File: src/rtl/sqtone_pkg.sv
package sqtone_pkg;
  // Strobes from the counter control to the output datapath
  typedef struct packed {
    logic flip;
  } ctlStrobes_t;
endpackage

File: src/rtl/sqtone_ctrl.sv
module sqtone_ctrl
  import sqtone_pkg::*;
#(
  parameter int PERIOD_W = 10
) (
  input  logic                clk,
  input  logic                rst,
  input  logic                tick,
  input  logic [PERIOD_W-1:0] period,
  output ctlStrobes_t         ctl
);
  logic [PERIOD_W-1:0] cnt;
  logic [PERIOD_W-1:0] effPeriod;
  logic                expired;

  // A zero period is promoted to one so the channel keeps running
  assign effPeriod = (period == '0) ? PERIOD_W'(1) : period;
  // Count of 0 (after reset) or 1 (last tick of a half-period) ends the phase
  assign expired   = (cnt[PERIOD_W-1:1] == '0);

  always_ff @(posedge clk) begin
    if (rst) begin
      cnt <= '0;
    end else if (tick) begin
      if (expired) cnt <= effPeriod;
      else         cnt <= cnt - PERIOD_W'(1);
    end
  end

  always_comb begin
    ctl.flip = tick && expired;
  end
endmodule

File: src/rtl/sqtone_dpath.sv
module sqtone_dpath
  import sqtone_pkg::*;
#(
  parameter int ATT_W = 4
) (
  input  logic             clk,
  input  logic             rst,
  input  ctlStrobes_t      ctl,
  input  logic [ATT_W-1:0] atten,
  output logic             sqOut,
  output logic [ATT_W-1:0] ampOut,
  output logic             toggleStb
);
  localparam logic [ATT_W-1:0] ATT_MUTE = '1;

  logic             sqReg;
  logic             stbReg;
  logic [ATT_W-1:0] level;

  always_ff @(posedge clk) begin
    if (rst) begin
      sqReg  <= 1'b0;
      stbReg <= 1'b0;
    end else begin
      sqReg  <= sqReg ^ ctl.flip;
      stbReg <= ctl.flip;
    end
  end

  // Inverted attenuation: code 0 gives the full-scale level
  assign level = ATT_MUTE - atten;

  always_comb begin
    if (!sqReg || atten == ATT_MUTE) ampOut = '0;
    else                             ampOut = level;
  end

  assign sqOut     = sqReg;
  assign toggleStb = stbReg;
endmodule

File: src/rtl/sqtone_chan.sv
module sqtone_chan
  import sqtone_pkg::*;
#(
  parameter int PERIOD_W = 10,
  parameter int ATT_W    = 4
) (
  input  logic                clk,
  input  logic                rst,
  input  logic                tick,
  input  logic [PERIOD_W-1:0] period,
  input  logic [ATT_W-1:0]    atten,
  output logic                sqOut,
  output logic [ATT_W-1:0]    ampOut,
  output logic                toggleStb
);
  ctlStrobes_t ctl;

  sqtone_ctrl #(.PERIOD_W(PERIOD_W)) ctrl_i (
    .clk    (clk),
    .rst    (rst),
    .tick   (tick),
    .period (period),
    .ctl    (ctl)
  );

  sqtone_dpath #(.ATT_W(ATT_W)) dpath_i (
    .clk       (clk),
    .rst       (rst),
    .ctl       (ctl),
    .atten     (atten),
    .sqOut     (sqOut),
    .ampOut    (ampOut),
    .toggleStb (toggleStb)
  );
endmodule

File: config.mk
export PLATFORM = sky130hd
export DESIGN_NAME = sqtone_chan
export DESIGN_NICKNAME = d
export VERILOG_FILES = /design/src/rtl/sqtone_pkg.sv /design/src/rtl/sqtone_ctrl.sv /design/src/rtl/sqtone_dpath.sv /design/src/rtl/sqtone_chan.sv
export SDC_FILE = /design/constraint.sdc
export NUM_CORES = 1
export LEC_CHECK = 0
export ABC_AREA = 0
export ABC_CLOCK_PERIOD_IN_PS = 1850
export BUFFER_PORTS_ARGS = -buffer_cell sky130_fd_sc_hd__buf_2
export CELL_PAD_IN_SITES_DETAIL_PLACEMENT = 0
export CELL_PAD_IN_SITES_GLOBAL_PLACEMENT = 1
export CORE_MARGIN = 2
export CORE_UTILIZATION = 35
export DETAILED_ROUTE_END_ITERATION = 10
export PLACE_DENSITY_LB_ADDON = 0.2
export SYNTH_ARGS = -nofsm -noshare
export SYNTH_HDL_FRONTEND = slang
export SYNTH_SLANG_ARGS = --single-unit
File: constraint.sdc
create_clock -name clk -period 1.85 [get_ports clk]
set_input_delay 0.37 -clock clk [delete_from_list [all_inputs] [get_ports clk]]
set_output_delay 0.37 -clock clk [all_outputs]
set_load 0.01 [all_outputs]
Word-level counts from Yosys, hierarchy flattened. Cells that the tools add are included.

Logic and storage cells: 15. Input bits: 17. Output and inout port bits: 6. Register bits: 12.

Equal/unequal tests: 1. Bitwise operators: 1. Mux-type cells: 3. Reduce and logical (&&, ||, !) cells: 5. Add/subtract/negate cells: 2.

Operator list (number): 10-bit two-way mux (2); 10-bit logical NOT (1); 10-bit by 1-bit subtractor with 10-bit output (second input constant) (1); 9-bit logical NOT (1); 4-bit equality test (second input constant) (1); 4-bit two-way mux (1); 4-bit subtractor (first input constant) (1); 1-bit logical AND (1); 1-bit logical NOT (1); 1-bit logical OR (1); 1-bit XOR (1).

Longest topological paths before layout. Gate-level depths: netlist (run 1).

Word-level depth: 3. Gate-level depth with buffers: 6. Gate-level depth less buffers: 6.

Cells and area by module. A second synthesis (run 1) with hierarchy kept.

Cells, all modules: 86. Area total of the unflattened synthesis: 695.7 um^2.

By module, submodules not included: sqtone_ctrl (cells each 77, instances 1, area an instance 611.8 um^2, sequential area each 200.2 um^2); sqtone_dpath (cells each 9, instances 1, area an instance 83.8 um^2, sequential area each 40.0 um^2).

Worst setup path before layout (run 1). No wires, ideal clock.

Kind: register to register. Start point: reg ctrl_i.cnt[0]. End point: reg ctrl_i.cnt[6]. Stages on the path, launching flop included: 7. Period minus slack after synthesis: 1.467 ns. Data arrival time: 1.381 ns. Required time: 1.764 ns. Slack: 0.383 ns. Path buffers: 0. Setup time: 0.086 ns. Cell sequence: dfxtp_1 -> inv_1 -> ha_1 -> nor4b_1 -> nand3b_1 -> xor2_1 -> a211oi_1.

Word-level cells in the longest chain between the ends: 2.

RTL lines: start, declared (line sqtone_ctrl.sv:12) `logic [PERIOD_W-1:0] cnt;`; start signal, assigned (line sqtone_ctrl.sv:25) `if (expired) cnt <= effPeriod;`; start signal, assigned (line sqtone_ctrl.sv:26) `else cnt <= cnt - PERIOD_W'(1);`; 10-bit by 1-bit subtractor with 10-bit output (line sqtone_ctrl.sv:26); 10-bit two-way mux (line sqtone_ctrl.sv:25).

No other way between the ends. A chain may end at the register's enable or synchronous reset.

Final worst setup path (run 1). Same ends and word-level chain as after synthesis.

==> metrics, run 1 <==
max-slew violation count=0; Worst VDD drop=636 uV; GRT Residual Overflow=0; Rows=16; Worst Hold Class=input port to flip-flop; Cell Area, Synth=686 um^2; DR WL/cell=12.5 um; Remaining DRCs=0; CTS Buffer Depth=2; status=finished, final reports clean; Period minus WS final=1490 ps; Slew HR=0.731; vias in the first global route=577; pre-CTS setup slack=233 ps; total number of vias=633; Max Cap Viol=0; Synth warnings=0; CTS tree=yes; Post-CTS Hold Buffers=0; Avg Cell Area, Syn=8.90 um^2; CP Class=flip-flop to flip-flop; post-CTS setup buffers=0; Initial Util=0.361; final worst slack=359 ps; antenna-violating nets left=0; fraction of layout cells with a size suffix above 1=0.340; power density of the placed cells=1490 nW/um^2; register area=240 um^2; Worst-path clk slew=80 ps; clk_skew=4.50 ps; H-tree depth=1; RD Place Congestion=0.791; Post-Syn Instances=77; cts bufs inserted=3; Mapped Nets=95; Die Wd=48.3 um; drt first pass iters=4; Hold Vio Cnt, Final=0; unrepaired setup endpoints after global routing=no; Lkg Pwr=0.390 nW; Area Growth Syn to Fin=28.1%; Worst Setup End Kind=flip-flop; clock sink count=12; Ports=23; core area=1900 um^2; count of state elements after synthesis=12; Final Cycle Share=0.806; total negative setup slack=0 ps; 1st-iter DRT viols=6; Fmax achieved=0.671 GHz; CP peak stage delay=340 ps; crit-path max FO=3; DIE HEIGHT=48.3 um; Synth cell types=28; Total GRT Usage=0.163; Port Buffers=22; startpoint types=flip-flop; Setup violations, final=0; worst path cell trace=inv_1 > ha_1 > nor4b_2 > nand3b_1 > xor2_1 > a211oi_1; Worst EP arrival=1680 ps; full die area=2330 um^2; worst slew pin tran=400 ps; Seq/Total Area, Yosys=0.350; Fill cells=200; first-pass GRT wire length=2510 um; dpl hpwl=1230 um; initial antenna violation count=0; crit path max-delay cell type=dfxtp_1; area of the multi-input gates=428 um^2; vias per cell=4.87; fin nets=122; pin count of the biggest net entering global routing=15; number of diodes=0; Root Driver=clkbuf_4; CP Data Required Time=2040 ps; wirelength, routed=1630 um; Clock Latency Late Sink=270 ps
## cells by family (layout without fill, tap and decap cells)
| logic type | Yosys count | after routing | synth area share |
|---|---|---|---|
| AND/OR/NAND/NOR | 34 | 34 | 0.328 |
| AO/OA/AOI/OAI | 16 | 16 | 0.164 |
| flip-flops | 12 | 12 | 0.350 |
| XOR/XNOR | 7 | 7 | 0.0894 |
| buffers and inverters | 6 | 32 | 0.0347 |
| adder cells (fa/ha/maj) | 1 | 1 | 0.0182 |
| multiplexers | 1 | 1 | 0.0146 |
## metrics by stage
stage               power, mW  hold slack, ps  utilization  std cells  cell area [um^2]
detailed placement       1.09             531        0.439        126               836
finish                   1.31             380        0.462        130               878
CTS                      1.31             378        0.459        130               872
floorplan               0.919             442            -         77               686
global placement         1.10             536        0.439        126               836
global route             1.43             399        0.462        130               878
## report_power, final
part	switching [mW]	internal, mW	total [mW]
clock	0.0923	0.120	0.212
sequential	0.130	0.349	0.478
combinational	0.291	0.325	0.616
## worst paths after layout
path / startpoint / to / slack [ps] / cells after the start
worst min register to register: ctrl_i.cnt[1]$_SDFFE_PP0P_ / ctrl_i.cnt[1]$_SDFFE_PP0P_ / 540 / 2
worst max-delay path: ctrl_i.cnt[0]$_SDFFE_PP0P_ / ctrl_i.cnt[6]$_SDFFE_PP0P_ / 360 / 6
worst min-delay path: period[7] / ctrl_i.cnt[7]$_SDFFE_PP0P_ / 380 / 3
worst max register to register: ctrl_i.cnt[0]$_SDFFE_PP0P_ / ctrl_i.cnt[6]$_SDFFE_PP0P_ / 360 / 6
## repair_timing
item                       4_1_cts  5_1_grt
setup endpoints to repair        0        1
hold endpoints to repair         0        0
gates resized for setup          0        1
## worst max-delay path: cells and delay by family (launching register included)
kind | cells | cell delay (ps)
flops | 1 | 340
simple gates | 2 | 430
buf+inv | 1 | 90
fa+ha+maj | 1 | 170
compound gates | 1 | 220
xor+xnor | 1 | 160
## cells in the mapped netlist
| cell type | n | area, um^2 |
|---|---|---|
| nor3_1 | 1 | 5.00 |
| nor4_4 | 2 | 42.5 |
| a21bo_2 | 1 | 10.0 |
| a21oi_1 | 4 | 20.0 |
| o311ai_0 | 1 | 8.76 |
| clkbuf_1 | 1 | 3.75 |
| nor4b_2 | 1 | 15.0 |
| ha_1 | 1 | 12.5 |
| o31ai_1 | 1 | 7.51 |
| or3_1 | 1 | 6.26 |
| nor4_1 | 1 | 6.26 |
| inv_1 | 4 | 15.0 |
| nand3b_1 | 1 | 7.51 |
| nor2_1 | 13 | 48.8 |
| nor2b_1 | 4 | 25.0 |
| buf_2 | 1 | 5.00 |
| a211oi_1 | 6 | 45.0 |
| dfxtp_1 | 12 | 240 |
| nor4b_1 | 2 | 17.5 |
| nand2_1 | 5 | 18.8 |
| a311oi_1 | 1 | 8.76 |
| mux2i_1 | 1 | 10.0 |
| a31oi_1 | 2 | 12.5 |
| xor2_1 | 6 | 52.6 |
| nand4b_2 | 1 | 15.0 |
| xnor2_1 | 1 | 8.76 |
| nand3b_2 | 1 | 11.3 |
| and3_1 | 1 | 6.26 |
## state kept, by name, summed over array words and instances, names as in the netlist
signal and cells:
ctrl_i.cnt 10, dpath_i.sqOut 1, dpath_i.toggleStb 1
## layout by cell type, fill, tap and decap left out, types with 3 or more instances in the layout
cell type,n
buf_2,22
nor2_1,13
dfxtp_1,12
xor2_1,6
a211oi_1,6
nand2_1,5
inv_1,4
nor2b_1,4
a21oi_1,4
clkbuf_4,3
## cell type report
cell class | count | area share
multi-input cells | 59 | 0.487
flip-flops and latches | 12 | 0.274
repair buffers | 24 | 0.142
clock buffers | 4 | 0.0413
well taps | 27 | 0.0385
inverters | 4 | 0.0171
## routing by layer
layer  part of all wire  global-route usage  vias to the layer above
li1                   -                   -                      331
met1               0.52               0.210                      282
met2               0.42               0.239                       16
met3              0.036              0.0222                        4
met4              0.025               0.130                        0
met5                  0                   0                        -
(Power assumes the default switching activity.)
==> run 2, diff against run 1 <==
- ABC_CLOCK_PERIOD_IN_PS: 1850 -> 1300
- CORE_UTILIZATION: 35 -> 31
- clock period: 1.85 -> 1.3 ns (I/O delays scaled with it)
==> run 2 against run 1 <==
Against the previous run:
- the run now ends with negative setup slack left
- non-clock buffer count rose by 24
- count of clock-buffer cells in the layout unchanged
- via count increased by 16%
- hold slack got worse by 120 ps
- clock skew down 3.3 ps
- sequential share of layout area shrank 5.9 points
- die area is 12% higher
- fmax is 2.7% higher
- final cell count up 19%
- final area is 29% higher
==> metrics, run 2 (synthesis results as in run 1) <==
DR WL/cell=12.5 um; Worst Hold Class=input port to flip-flop; drt first pass iters=3; CP Class=flip-flop to flip-flop; CP Data Required Time=1500 ps; antenna-violating nets left=0; Port Buffers=22; vias per cell=4.74; switching fraction of total power=0.375; pre-CTS setup slack=-228 ps; Biggest register=ctrl_i.cnt; Max Cap Viol=0; fin nets=146; CTS Buffer Depth=2; post-layout util=0.529; startpoint types=flip-flop; Slew HR=0.812; Switch Pwr=0.930 mW; Setup violations, final=11; first-pass GRT wire length=3530 um; most frequent cells in the layout=buf_2, buf_4, nor2_1, dfxtp_1; Lkg Pwr=0.548 nW; Fill cells=212; core area=2150 um^2; fraction of layout cells with a size suffix above 1=0.543; DIE HEIGHT=51.0 um; Rows=17; pin count of the biggest net entering global routing=14; vias in the first global route=747; initial antenna violation count=0; register area=244 um^2; Min Hold Slack=265 ps; cts bufs inserted=3; Cells after DPL=147; dpl hpwl=1450 um; fin cells=155; final worst slack=-152 ps; Worst VDD drop=1020 uV; clk_skew=1.15 ps; Die Wd=51.0 um; area of the multi-input gates=487 um^2; unrepaired setup endpoints after global routing=yes; power density of the placed cells=2180 nW/um^2; Remaining DRCs=0; max-slew violation count=0; Hold Vio Cnt, Final=0; Int Pwr=1.55 mW; Ports=23; Largest register FFs=10; full die area=2600 um^2; Post-CTS Hold Buffers=0; Clock power frac=0.125; placed cell area=993 um^2; Initial Util=0.319; Root Driver=clkbuf_4; clock sink count=12; Period minus WS final=1450 ps; RD Place Congestion=0.849; final instance area=1140 um^2; GRT Residual Overflow=0; wirelength, routed=1940 um; Area Growth Syn to Fin=65.9%; worst slew pin tran=278 ps; Clock Latency Late Sink=280 ps; number of diodes=0; Worst EP arrival=1650 ps; H-tree depth=1; crit-path max FO=8; total power=2.48 mW; Total GRT Usage=0.185; total number of vias=734; violated checks=negative setup slack; 1st-iter DRT viols=9; CTS tree=yes; Worst-path clk slew=80 ps; total negative setup slack=-1320 ps; status=complete, but fails checks; Fmax achieved=0.689 GHz; part of the power in registers=0.276; Comb power frac=0.599; Worst Setup End Kind=flip-flop; Final Cycle Share=1.12
-- run 2: cell count changes in the layout (fill, tap and decap cells not counted), sizes merged --
cell and change:
buf +24
-- run 2: cell type report --
| type | count | area share |
|---|---|---|
| Multi-Input combinational cell | 59 | 0.428 |
| Timing Repair Buffer | 48 | 0.282 |
| Sequential cell | 12 | 0.215 |
| Clock buffer | 4 | 0.0319 |
| Tap cell | 28 | 0.0308 |
| Inverter | 4 | 0.0132 |
-- run 2: layer usage --
layer	global-route usage	up-vias	wire length [um]
li1	-	375	-
met1	0.227	343	877
met2	0.307	14	962
met3	0.0585	2	90
met4	0.0541	0	8
met5	0	-	0
-- run 2: worst paths after layout --
check	depth (start not counted)	start	end	slack (ps)
setup / recovery	6	ctrl_i.cnt[1]$_SDFFE_PP0P_	ctrl_i.cnt[6]$_SDFFE_PP0P_	-150
hold / removal	3	period[2]	ctrl_i.cnt[2]$_SDFFE_PP0P_	270
setup reg to reg	6	ctrl_i.cnt[1]$_SDFFE_PP0P_	ctrl_i.cnt[6]$_SDFFE_PP0P_	-150
hold reg to reg	1	ctrl_i.cnt[9]$_SDFFE_PP0P_	ctrl_i.cnt[9]$_SDFFE_PP0P_	550
-- run 2: worst max-delay path, stage by stage, from the launching register on --
cell and delay (ps):
dfxtp_2 340, buf_6 120, nor4_4 230, buf_4 180, nand4b_4 130, buf_6 170
a211oi_1 210
-- run 2: power by group through the flow --
stage               Sequential, mW  Combinational, mW  Clock (mW)
floorplan                    0.666              0.659           0
global placement             0.654               1.16           0
detailed placement           0.659               1.16           0
CTS                          0.676               1.45       0.325
global route                 0.707               1.64       0.338
finish                       0.684               1.48       0.310
-- run 2: timing repair --
action	4_1_cts	5_1_grt
endpoints found under the setup margin	12	14
gates resized for setup	12	6
pin swaps	8	6
setup buffers	4	0
==> run 3, diff against run 2 <==
- CORE_MARGIN: 2 -> 5
==> run 3 against run 2 <==
Against the previous run:
- the run still ends with negative setup slack left
- fmax fell by 1.4%
- first-iteration DRC count rose by 11%
- critical path type unchanged
- largest power group unchanged
- utilization did not move
- hold slack got worse by 5.2 ps
- count of clock-buffer cells in the layout did not move
- non-clock buffer count did not move
- largest cell class unchanged
- sequential power fell by 1%
- final cell count did not move
==> metrics, run 3 (synthesis results as in run 1) <==
CP Class=flip-flop to flip-flop; Worst Setup End Kind=flip-flop; initial antenna violation count=0; max-slew violation count=0; Ports=23; power density of the placed cells=2140 nW/um^2; total power=2.46 mW; core area=2170 um^2; violated checks=negative setup slack; Hold Path Depth=3; fin nets=146; Port Buffers=22; Post-CTS Hold Buffers=0; Min Hold Slack=260 ps; CP Data Required Time=1520 ps; fraction of layout cells with a size suffix above 1=0.520; antenna-violating nets left=0; total negative setup slack=-1080 ps; CTS tree=yes; clk_skew=3.10 ps; Max Cap Viol=0; reg2reg setup slack=-170 ps; first-pass GRT wire length=3400 um; wirelength, routed=2010 um; clock sink count=12; Rows=17; Area Growth Syn to Fin=67.5%; beginning of the worst hold path=period[2]; Final Cycle Share=1.13; Period minus WS final=1470 ps; status=complete, but fails checks; Total GRT Usage=0.133; register area=251 um^2; Die Wd=57.0 um; CP peak stage delay=360 ps; reg2reg path depth=7; Endpoint, Worst Hold=ctrl_i.cnt[2]$_SDFFE_PP0P_; most frequent cells in the layout=buf_2, buf_4, nor2_1, dfxtp_1, a211oi_1; DR WL/cell=12.9 um; vias in the first global route=778; unrepaired setup endpoints after global routing=yes; GRT Residual Overflow=0; Remaining DRCs=0; Worst EP arrival=1690 ps; commonest non-fill, non-tap cell in the layout=buf_2; CTS Buffer Depth=2; Crit path depth=7; Setup violations, final=11; Fill cells=219; full die area=3250 um^2; pre-CTS setup slack=-186 ps; cts bufs inserted=3; Slew HR=0.792; vias per cell=4.61; worst slew pin tran=307 ps; worst path cell trace=nor4_4 > buf_4 > nand3b_4 > buf_6 > buf_4 > a21bo_2 > a21oi_2; Critical R2R Launch=ctrl_i.cnt[3]$_SDFFE_PP0P_; Clock Latency Late Sink=280 ps; Most common cell on crit path=buf_4; startpoint types=flip-flop; WP buf/inv=3; total number of vias=714; area of the multi-input gates=465 um^2; 1st-iter DRT viols=10; drt first pass iters=4; post-layout util=0.529; Fmax achieved=0.679 GHz; Hold Vio Cnt, Final=0; dpl hpwl=1540 um; Worst-path clk slew=80 ps; Biggest register=ctrl_i.cnt; Root Driver=clkbuf_4; DIE HEIGHT=57.0 um; final worst slack=-173 ps; R2R Path End=ctrl_i.cnt[1]$_SDFFE_PP0P_; Worst Hold Class=input port to flip-flop; H-tree depth=1; CP top delay family=buffers and inverters; Largest register FFs=10; Lkg Pwr=0.550 nW; Worst VDD drop=952 uV; Initial Util=0.316; number of diodes=0; crit path max-delay cell type=dfxtp_4; crit-path max FO=5; pin count of the biggest net entering global routing=14; RD Place Congestion=0.787
[run 3: cell counts in the layout (fill, tap and decap cells not counted)]
No cell type changed its count.
[run 3: timing repair]
item	CTS	global route
gates resized for setup	9	7
endpoints found under the setup margin	12	13
setup buffers	2	3
pin swaps	6	6
[run 3: worst max-delay path by stage]
| stage | from | to |
|---|---|---|
| after floorplan | ctrl_i.cnt[4]$_SDFFE_PP0P_ | ctrl_i.cnt[0]$_SDFFE_PP0P_ |
| after global placement | ctrl_i.cnt[4]$_SDFFE_PP0P_ | ctrl_i.cnt[0]$_SDFFE_PP0P_ |
| after detailed placement | ctrl_i.cnt[4]$_SDFFE_PP0P_ | ctrl_i.cnt[0]$_SDFFE_PP0P_ |
| after CTS | ctrl_i.cnt[1]$_SDFFE_PP0P_ | ctrl_i.cnt[0]$_SDFFE_PP0P_ |
| after global routing | ctrl_i.cnt[3]$_SDFFE_PP0P_ | ctrl_i.cnt[4]$_SDFFE_PP0P_ |
| final | ctrl_i.cnt[3]$_SDFFE_PP0P_ | ctrl_i.cnt[1]$_SDFFE_PP0P_ |
[run 3: final cells by class]
cell class	count	area share
Multi-Input combinational cell	59	0.405
Tap cell	28	0.0305
Inverter	4	0.0131
Clock buffer	4	0.0316
Timing Repair Buffer	48	0.301
Sequential cell	12	0.219
[run 3: routing by layer]
layer	track usage	vias up	share of wire
met5	0	-	0
met4	0.0695	0	0.025
met3	0.0249	5	0.042
met2	0.210	14	0.47
met1	0.172	319	0.46
li1	-	376	-
[run 3: worst reg2reg max path: stages, from the launching register on]
cell	delay [ps]
dfxtp_4	360
nor4_4	260
buf_4	190
nand3b_4	80
buf_6	120
buf_4	120
a21bo_2	190
a21oi_2	100
[run 3: where the power goes]
part           leakage [nW]  total, mW  internal [mW]  switching [mW]
logic                 0.428       1.48          0.873           0.605
clock network        0.0210      0.310          0.171           0.139
registers             0.101      0.676          0.517           0.160
[run 3: stage by stage]
step	std cells	area, um^2
after floorplan	77	692
after global placement	146	998
after detailed placement	146	998
after CTS	152	1090
after global routing	155	1150
final	155	1150
